$ cat config.mk
export PLATFORM = sky130hd
export DESIGN_NAME = pin_debounce_bank
export DESIGN_NICKNAME = d
export VERILOG_FILES = /design/src/rtl/pdb_pkg.sv /design/src/rtl/pdb_regs.sv /design/src/rtl/pdb_divider.sv /design/src/rtl/pdb_pin_filter.sv /design/src/rtl/pin_debounce_bank.sv
export SDC_FILE = /design/constraint.sdc
export NUM_CORES = 1
export LEC_CHECK = 0
export BUFFER_PORTS_ARGS = -buffer_cell sky130_fd_sc_hd__buf_2
export CORE_MARGIN = 10
export CORE_UTILIZATION = 59
export DETAILED_ROUTE_END_ITERATION = 6
export HOLD_SLACK_MARGIN = 0.02
export PLACE_DENSITY = 0.82
export SYNTH_ARGS = -nofsm -noshare
export SYNTH_HDL_FRONTEND = slang
export SYNTH_SLANG_ARGS = --single-unit
$ cat constraint.sdc
create_clock -name clk -period 3.35 [get_ports clk]
set_input_delay 0.5025 -clock clk [delete_from_list [all_inputs] [get_ports clk]]
set_output_delay 0.5025 -clock clk [all_outputs]
set_load 0.05 [all_outputs]
$ cat src/rtl/pdb_pkg.sv
package pdb_pkg;

    // Register byte offsets; software relies on these positions.
    localparam logic [7:0] OFS_DBN_LO = 8'h38;
    localparam logic [7:0] OFS_DBN_HI = 8'h3C;
    localparam logic [7:0] OFS_CKE_LO = 8'h40;
    localparam logic [7:0] OFS_CKE_HI = 8'h44;
    localparam logic [7:0] OFS_DIV    = 8'h48;

    // Shared sample divider states.
    typedef enum logic {
        DIV_IDLE = 1'b0,
        DIV_RUN  = 1'b1
    } div_state_t;

endpackage

$ cat src/rtl/pdb_regs.sv
module pdb_regs
    import pdb_pkg::*;
#(
    parameter int PIN_W  = 32,
    parameter int DIV_W  = 24,
    parameter int ADDR_W = 8
) (
    input  logic              clk,
    input  logic              rst_n,
    input  logic              wr_en,
    input  logic [ADDR_W-1:0] wr_addr,
    input  logic [PIN_W-1:0]  wr_data,
    input  logic [ADDR_W-1:0] rd_addr,
    output logic [PIN_W-1:0]  rd_data,
    output logic [PIN_W-1:0]  dbn_en,
    output logic [PIN_W-1:0]  cke_en,
    output logic [DIV_W-1:0]  div_val
);

    localparam int HALF = PIN_W / 2;

    localparam logic [ADDR_W-1:0] A_DBN_LO = ADDR_W'(OFS_DBN_LO);
    localparam logic [ADDR_W-1:0] A_DBN_HI = ADDR_W'(OFS_DBN_HI);
    localparam logic [ADDR_W-1:0] A_CKE_LO = ADDR_W'(OFS_CKE_LO);
    localparam logic [ADDR_W-1:0] A_CKE_HI = ADDR_W'(OFS_CKE_HI);
    localparam logic [ADDR_W-1:0] A_DIV    = ADDR_W'(OFS_DIV);

    logic [PIN_W-1:0] dbn_q, dbn_nx;
    logic [PIN_W-1:0] cke_q, cke_nx;
    logic [DIV_W-1:0] div_q, div_nx;

    // Upper half of the write word selects which lower-half bits change.
    function automatic logic [HALF-1:0] merge_half(
        input logic [HALF-1:0]  old_v,
        input logic [PIN_W-1:0] d
    );
        logic [HALF-1:0] r;
        for (int j = 0; j < HALF; j++) begin
            r[j] = d[HALF+j] ? d[j] : old_v[j];
        end
        return r;
    endfunction

    always_comb begin
        dbn_nx = dbn_q;
        cke_nx = cke_q;
        div_nx = div_q;
        if (wr_en) begin
            case (wr_addr)
                A_DBN_LO: dbn_nx[HALF-1:0]     = merge_half(dbn_q[HALF-1:0], wr_data);
                A_DBN_HI: dbn_nx[PIN_W-1:HALF] = merge_half(dbn_q[PIN_W-1:HALF], wr_data);
                A_CKE_LO: cke_nx[HALF-1:0]     = merge_half(cke_q[HALF-1:0], wr_data);
                A_CKE_HI: cke_nx[PIN_W-1:HALF] = merge_half(cke_q[PIN_W-1:HALF], wr_data);
                A_DIV:    div_nx               = wr_data[DIV_W-1:0];
                default:  ;
            endcase
        end
    end

    always_ff @(posedge clk or negedge rst_n) begin
        if (!rst_n) begin
            dbn_q <= '0;
            cke_q <= '0;
            div_q <= '0;
        end else begin
            dbn_q <= dbn_nx;
            cke_q <= cke_nx;
            div_q <= div_nx;
        end
    end

    always_comb begin
        rd_data = '0;
        case (rd_addr)
            A_DBN_LO: rd_data[HALF-1:0]  = dbn_q[HALF-1:0];
            A_DBN_HI: rd_data[HALF-1:0]  = dbn_q[PIN_W-1:HALF];
            A_CKE_LO: rd_data[HALF-1:0]  = cke_q[HALF-1:0];
            A_CKE_HI: rd_data[HALF-1:0]  = cke_q[PIN_W-1:HALF];
            A_DIV:    rd_data[DIV_W-1:0] = div_q;
            default:  ;
        endcase
    end

    assign dbn_en  = dbn_q;
    assign cke_en  = cke_q;
    assign div_val = div_q;

endmodule

$ cat src/rtl/pdb_divider.sv
module pdb_divider
    import pdb_pkg::*;
#(
    parameter int DIV_W       = 24,
    parameter bit SLOW_STROBE = 1'b0
) (
    input  logic             clk,
    input  logic             rst_n,
    input  logic             run_req,
    input  logic [DIV_W-1:0] div_val,
    output logic             tick,
    output logic [DIV_W:0]   cnt_o
);

    localparam int CNT_W = DIV_W + 1;

    div_state_t       state_q, state_nx;
    logic [CNT_W-1:0] cnt_q;
    logic [CNT_W-1:0] limit;

    // Variant choice: terminal count div or 2*div+1.
    generate
        if (SLOW_STROBE) begin : g_slow
            assign limit = {div_val, 1'b1};
        end else begin : g_fast
            assign limit = {1'b0, div_val};
        end
    endgenerate

    // State register
    always_ff @(posedge clk or negedge rst_n) begin
        if (!rst_n) state_q <= DIV_IDLE;
        else        state_q <= state_nx;
    end

    // Next state
    always_comb begin
        state_nx = state_q;
        unique case (state_q)
            DIV_IDLE: if (run_req)  state_nx = DIV_RUN;
            DIV_RUN:  if (!run_req) state_nx = DIV_IDLE;
            default:  state_nx = DIV_IDLE;
        endcase
    end

    // Outputs: strobe on terminal count while running
    always_comb begin
        tick = 1'b0;
        unique case (state_q)
            DIV_IDLE: tick = 1'b0;
            DIV_RUN:  tick = run_req && (cnt_q >= limit);
            default:  tick = 1'b0;
        endcase
    end

    // Counter: zero outside DIV_RUN, wraps after each strobe
    always_ff @(posedge clk or negedge rst_n) begin
        if (!rst_n) begin
            cnt_q <= '0;
        end else if (state_q == DIV_RUN && run_req) begin
            cnt_q <= tick ? '0 : cnt_q + CNT_W'(1);
        end else begin
            cnt_q <= '0;
        end
    end

    assign cnt_o = cnt_q;

endmodule

$ cat src/rtl/pdb_pin_filter.sv
module pdb_pin_filter (
    input  logic clk,
    input  logic rst_n,
    input  logic raw_i,
    input  logic dbn_en_i,
    input  logic cke_en_i,
    input  logic tick_i,
    output logic filt_o,
    output logic hold_o,
    output logic samp_o
);

    logic samp_q;
    logic hold_q;
    logic take;

    // Divided-clock pins wait for the shared strobe; others sample each cycle.
    assign take = cke_en_i ? tick_i : 1'b1;

    always_ff @(posedge clk or negedge rst_n) begin
        if (!rst_n) begin
            samp_q <= 1'b0;
            hold_q <= 1'b0;
        end else if (!dbn_en_i) begin
            samp_q <= raw_i;
            hold_q <= raw_i;
        end else if (take) begin
            samp_q <= raw_i;
            if (raw_i == samp_q) hold_q <= raw_i;
        end
    end

    assign filt_o = dbn_en_i ? hold_q : raw_i;
    assign hold_o = hold_q;
    assign samp_o = samp_q;

endmodule

$ cat src/rtl/pin_debounce_bank.sv
module pin_debounce_bank
    import pdb_pkg::*;
#(
    parameter int PIN_W       = 32,
    parameter int DIV_W       = 24,
    parameter int ADDR_W      = 8,
    parameter bit SLOW_STROBE = 1'b0
) (
    input  logic              clk,
    input  logic              rst_n,
    input  logic              wr_en,
    input  logic [ADDR_W-1:0] wr_addr,
    input  logic [PIN_W-1:0]  wr_data,
    input  logic [ADDR_W-1:0] rd_addr,
    output logic [PIN_W-1:0]  rd_data,
    input  logic [PIN_W-1:0]  pin_raw,
    output logic [PIN_W-1:0]  pin_filt
);

    logic [PIN_W-1:0] dbn_en_q;
    logic [PIN_W-1:0] cke_en_q;
    logic [DIV_W-1:0] div_val;
    logic             any_run;
    logic             smp_tick;
    logic [DIV_W:0]   div_cnt;
    logic [PIN_W-1:0] filt_vec;
    logic [PIN_W-1:0] samp_vec;

    pdb_regs #(
        .PIN_W (PIN_W),
        .DIV_W (DIV_W),
        .ADDR_W(ADDR_W)
    ) u_regs (
        .clk    (clk),
        .rst_n  (rst_n),
        .wr_en  (wr_en),
        .wr_addr(wr_addr),
        .wr_data(wr_data),
        .rd_addr(rd_addr),
        .rd_data(rd_data),
        .dbn_en (dbn_en_q),
        .cke_en (cke_en_q),
        .div_val(div_val)
    );

    // Divider runs only while some pin uses the divided strobe.
    assign any_run = |(dbn_en_q & cke_en_q);

    pdb_divider #(
        .DIV_W      (DIV_W),
        .SLOW_STROBE(SLOW_STROBE)
    ) u_div (
        .clk    (clk),
        .rst_n  (rst_n),
        .run_req(any_run),
        .div_val(div_val),
        .tick   (smp_tick),
        .cnt_o  (div_cnt)
    );

    generate
        for (genvar g = 0; g < PIN_W; g++) begin : g_pin
            pdb_pin_filter u_flt (
                .clk     (clk),
                .rst_n   (rst_n),
                .raw_i   (pin_raw[g]),
                .dbn_en_i(dbn_en_q[g]),
                .cke_en_i(cke_en_q[g]),
                .tick_i  (smp_tick),
                .filt_o  (pin_filt[g]),
                .hold_o  (filt_vec[g]),
                .samp_o  (samp_vec[g])
            );
        end
    endgenerate

endmodule

==> flow_metrics.tcl, run 1 <==
set metrics [dict create \
    cp-start-kind "flip-flop" \
    p_sw_frac 0.265 \
    rows 50 \
    finalCritPeriodShare 0.917 \
    post_cts_buffers 0 \
    drc_errors 0 \
    ctsHoldBuffers 0 \
    min_period_ps 3070 \
    via_count 10494 \
    n_fill_cell 1428 \
    port_buffers 138 \
    critical-path-max-stage-delay_ps 810 \
    wl_per_cell_um 22.2 \
    grt_max_degree 98 \
    timing.setup.tns_ps 0 \
    cp-end-kind "flip-flop" \
    synth-edff-count 0 \
    grt_pass1_vias 10341 \
    drive_gt1_frac 0.221 \
    root_buffer "clkbuf_16" \
    dp_cells 1520 \
    die_w_um 158 \
    worstPathArrival_ps 3380 \
    ant_nets 0 \
    finalMaxSlewViolations 0 \
    grt_pass1_wl_mm 55.3 \
    drtPass1Iterations 5 \
    gr-total-overflow 0 \
    crit_required_ps 3660 \
    htreeDepth 4 \
    status "completed" \
    grt_util_all_layers 0.277 \
    cts_inserted_buffers 17 \
    rsz0062_at_grt "false" \
    p_int_w 0.00362 \
    pwr-share-seq 0.470 \
    core-area_mm2 0.0187 \
    path_cells "ha_1 -> nand4b_2 -> nor4_4 -> nand4_1 -> a21o_1 -> a21boi_2 -> buf_12 -> o211ai_1" \
    gp_congestion 0.883 \
    drt-initial-drc-count 1246 \
    synthTopCellsByArea "dfrtp_1 (40%), mux2_2 (8.2%), nand3_1 (5.7%)" \
    yosysSeqAreaShare 0.396 \
    switchingPower_w 0.00130 \
    viasPerCell 6.75 \
    leakagePower_nw 5.90 \
    worst_slew_pin_slew_ps 1020 \
    synth_cell_types 48 \
    finalNonFillerCells 1554 \
    worstPathMaxFanout 19 \
    wirelength_mm 34.5 \
    crit_type "flip-flop to flip-flop" \
    p_per_area_mw_per_mm2 393 \
    peakVddDrop_v 0.000297 \
    synth_top_area_cell "dfrtp_1" \
    ys.flop_type "dfrtp_1" \
    die_y_um 158 \
    antenna_found_initial 0 \
    cts.repair.resized 0 \
    fmax_mhz 326 \
    synthCells 1241 \
    ys_ff_latch 178 \
    insertion_delay_ps 450 \
    clkPwrFrac 0.424 \
    nets 1413 \
    cts_tree "built" \
    hpwl_mm 23.3 \
    cp_top_family "compound AO/OA/AOI/OAI gates" \
    pin_count 147 \
    fin_skew_ps 12.8 \
    syn_area_mm2 0.0112 \
    hp-class "primary input to async pin" \
    critPathBufInv 1 \
    setup_viol 0 \
    fin_util 0.670 \
    drv_cap 0 \
    area_growth_pct 11.5 \
    clock-sinks 178 \
    die_area_mm2 0.0250 \
    async_flop_share 1.00 \
    cts.clk_slew.worst_paths_ps 70 \
    initial_core_util 0.601 \
    yosys_warnings 0 \
    pwr-share-comb 0.106 \
    avgSynthCellArea_um2 9.06 \
    hold_viol_final 0 \
    yosysTopAreaCellShare 0.396 \
    slowest_stage "a21boi_2" \
    fin_hold_ws_ps 25.5 \
    cts_buffer_depth 2 \
    maxSlewHeadroom 0.315 \
]
[layer usage]
metal	vias up	part of all wire	GRT usage
li1	4671	-	-
met2	599	0.48	0.445
met5	-	0	0
met1	5108	0.39	0.354
met3	116	0.099	0.0608
met4	0	0.034	0.116
[sequential cells by signal, summed over array words and instances, names as in the netlist]
| signal | flops |
|---|---|
| g_pin.u_flt.hold_o | 32 |
| u_regs.cke_en | 32 |
| g_pin.u_flt.samp_o | 32 |
| u_div.cnt_o | 25 |
| u_regs.div_val | 24 |
| u_regs.dbn_en | 32 |
| u_div.state_q | 1 |
[area by class of cell]
| type | instances | area [µm²] | share of cell area |
|---|---|---|---|
| tap | 234 | 293 | 0.0234 |
| multi-input combinational | 911 | 6060 | 0.483 |
| sequential | 178 | 4450 | 0.355 |
| antenna | 2 | 5.00 | 0.000399 |
| clock inverter | 9 | 130 | 0.0104 |
| clock buffer | 23 | 468 | 0.0373 |
| inverter | 28 | 105 | 0.00839 |
| timing repair buffer | 169 | 1020 | 0.0812 |
[synthesized netlist by cell type (all sizes together), types with 3 or more instances]
library cell,n
ha,25
xor2,49
o2111a,32
o21ai,59
a222oi,16
and3,36
nor2,52
o211ai,64
nand3,128
a21o,3
nand2,165
dfrtp,178
a21oi,9
nor4,6
and4,3
nand4,12
or3,33
mux2,97
buf,67
a22oi,16
clkbuf,64
nor3,44
xnor2,5
inv,28
a31oi,32
[worst paths after layout]
| check | end | slack [ps] | from | cells after the start |
|---|---|---|---|---|
| setup / recovery | g_pin[27].u_flt.samp_o$_DFFE_PN0P_ | 280 | u_div.cnt_o[23]$_DFF_PN0_ | 8 |
| hold / removal | g_pin[16].u_flt.samp_o$_DFFE_PN0P_ | 30 | rst_n | 1 |
| hold reg to reg | u_div.cnt_o[0]$_DFF_PN0_ | 530 | u_div.cnt_o[0]$_DFF_PN0_ | 1 |
| max in group asynchronous | g_pin[27].u_flt.samp_o$_DFFE_PN0P_ | 2510 | rst_n | 2 |
| min in group clk | u_regs.div_val[12]$_DFFE_PN0P_ | 330 | wr_data[12] | 3 |
| setup reg to reg | g_pin[27].u_flt.samp_o$_DFFE_PN0P_ | 280 | u_div.cnt_o[23]$_DFF_PN0_ | 8 |
[power by group through the flow]
stage	Combinational, W	Clock (W)	Sequential, W
2_1_floorplan	0.000344	0	0.00231
3_3_place_gp	0.000502	0	0.00235
3_5_place_dp	0.000516	0	0.00235
4_1_cts	0.000520	0.00208	0.00231
5_1_grt	0.000571	0.00218	0.00232
6_report	0.000521	0.00208	0.00231
[logic make-up (layout without fill, tap and decap cells)]
group	Yosys count	count (layout)	synth area share
DFF	178	178	0.396
buffers and inverters	159	229	0.0714
and+or+nand+nor	488	488	0.208
other	1	10	0.000334
adders and majority gates	25	25	0.0278
xor gates and xnor gates	54	54	0.0421
muxes	97	97	0.0972
AOI/OAI and AO/OA	239	239	0.157
[through the flow]
step	total power, W	worst slack (ps)	instance area, µm²
after CTS	0.00491	285	12500
final	0.00492	278	12500
after global placement	0.00285	385	11900
after detailed placement	0.00286	309	11900
after global routing	0.00508	153	12500
after floorplan	0.00266	511	11300
[layout by cell type, fill, tap and decap left out, types with 42 or more instances in the layout]
| cell | instances |
|---|---|
| nand2_1 | 165 |
| buf_2 | 137 |
| nor2_1 | 52 |
| xor2_1 | 49 |
| o21ai_0 | 58 |
| dfrtp_1 | 178 |
| mux2_2 | 82 |
| nor3_1 | 42 |
| nand3_1 | 128 |
| o211ai_1 | 64 |
No activity file was read; power rests on OpenSTA's default activity.
==> inputs of run 2 (changes only) <==
- CORE_UTILIZATION: 59 -> 64
- PLACE_DENSITY: 0.82 -> 0.88
- clock period: 3.35 -> 3.61 ns (I/O delays scaled with it)
==> flow_metrics.tcl, run 2 (synthesized netlist as in run 1, its figures left out) <==
set metrics [dict create \
    status "completed" \
    viasPerCell 6.86 \
    hp-class "primary input to async pin" \
    setup_viol 0 \
    grt_pass1_wl_mm 55.3 \
    rows 48 \
    wl_met1_mm 12.5 \
    drive_gt1_frac 0.220 \
    drt-initial-drc-count 1523 \
    power_w 0.00448 \
    cts_tree "built" \
    crit_required_ps 3920 \
    root_buffer "clkbuf_16" \
    fin_util 0.722 \
    grt_pass1_vias 10320 \
    cts_inserted_buffers 17 \
    pin_count 147 \
    htreeDepth 4 \
    path_cells "inv_1 -> ha_1 -> a21o_1 -> a221o_1 -> a221oi_2 -> o21ai_4 -> buf_12 -> o2111a_1 -> or3_1" \
    multi_input_area_mm2 0.00606 \
    n_fill_cell 1223 \
    leakagePower_nw 5.85 \
    final_cell_mix "dfrtp_1 (178), nand2_1 (165), buf_2 (137), nand3_1 (128), mux2_2 (82)" \
    wl_met3_mm 3.63 \
    cp-end-kind "flip-flop" \
    drc_errors 0 \
    cts_buffer_depth 2 \
    ant_nets 0 \
    wl_met2_mm 16.5 \
    gr-total-overflow 0 \
    p_per_area_mw_per_mm2 360 \
    crit_type "flip-flop to flip-flop" \
    via_count 10556 \
    hpwl_mm 22.7 \
    grt_util_all_layers 0.289 \
    timing.setup.tns_ps 0 \
    die_w_um 153 \
    core-area_mm2 0.0172 \
    finalCritPeriodShare 0.821 \
    layout_commonest_cell "dfrtp_1" \
    worstPathMaxFanout 52 \
    initial_core_util 0.652 \
    fmax_mhz 338 \
    worstPathArrival_ps 3280 \
    hold_viol_final 0 \
    rsz0062_at_grt "false" \
    worst_slew_pin_slew_ps 790 \
    regArea_mm2 0.00445 \
    peakVddDrop_v 0.000364 \
    grt_max_degree 98 \
    drtPass1Iterations 7 \
    fin_hold_ws_ps 112 \
    min_period_ps 2960 \
    wirelength_mm 34.5 \
    clock-sinks 178 \
    crit_start "u_regs.div_val[10]$_DFFE_PN0P_" \
    die_area_mm2 0.0233 \
    drv_cap 0 \
    fin_skew_ps 10.1 \
    die_y_um 153 \
    slowest_stage "a221oi_2" \
    maxSlewHeadroom 0.469 \
    port_buffers 138 \
    ctsHoldBuffers 0 \
    timing.rr.start "u_regs.div_val[10]$_DFFE_PN0P_" \
    cp-start-kind "flip-flop" \
    finalMaxSlewViolations 0 \
    insertion_delay_ps 450 \
    post_cts_buffers 0 \
    nets 1407 \
    cts.clk_slew.worst_paths_ps 60 \
    wl_per_cell_um 22.4 \
    dr.max_layer_used "met4" \
    cts.repair.resized 0 \
    critical-path-max-stage-delay_ps 420 \
    gp_congestion 0.890 \
    antenna_found_initial 2 \
    area_growth_pct 10.7 \
]
[run 2: cell types whose count changed in the layout (fill, tap and decap cells not counted)]
cell,before,now
buf_4,24,19
clkbuf_1,4,0
clkinvlp_4,1,5
bufinv_16,3,1
clkbuf_8,2,4
buf_12,7,6
clkinv_2,3,2
inv_6,0,1
[run 2: power by group]
group	switching (W)	leakage, nW	internal [W]
Clock	0.000822	0.274	0.00102
Sequential	0.0000757	2.23	0.00207
Combinational	0.000329	3.35	0.000157
[run 2: layout make-up]
type,instances,share of cell area
Inverter,28,0.00844
Clock inverter,11,0.00834
Clock buffer,21,0.0386
Antenna cell,2,0.000402
Sequential cell,178,0.358
Multi-Input combinational cell,911,0.487
Timing Repair Buffer,163,0.0771
Tap cell,225,0.0226
[run 2: worst paths after layout]
path / endpoint / slack (ps) / depth (start not counted)
max: g_pin[27].u_flt.hold_o$_DFFE_PN0P_ / 650 / 9
min: u_regs.div_val[21]$_DFFE_PN0P_ / 110 / 1
max reg2reg: g_pin[27].u_flt.hold_o$_DFFE_PN0P_ / 650 / 9
min reg2reg: u_div.cnt_o[0]$_DFF_PN0_ / 560 / 1
max in group asynchronous: g_pin[27].u_flt.samp_o$_DFFE_PN0P_ / 2620 / 2
min in group clk: u_regs.cke_en[17]$_DFFE_PN0P_ / 380 / 2
[run 2: through the flow]
step	std cells	setup slack, ps	area [µm²]
finish	1539	647	12400
detailed placement	1505	757	11900
CTS	1537	720	12400
global placement	1505	813	11900
floorplan	1248	693	11300
global route	1539	556	12400
[run 2: per-layer routing]
| metal | global-route usage | vias up |
|---|---|---|
| met5 | 0 | - |
| met4 | 0.164 | 0 |
| met3 | 0.0700 | 168 |
| met2 | 0.466 | 669 |
| met1 | 0.347 | 5087 |
| li1 | - | 4632 |
[run 2: worst max-delay path, delay by kind of cell (launching register included)]
kind                     cells  cell delay (ps)
AO/OA/AOI/OAI                5             1440
flip-flops                   1              380
adder cells (fa/ha/maj)      1              250
AND/OR/NAND/NOR              1              380
buffers and inverters        2              370
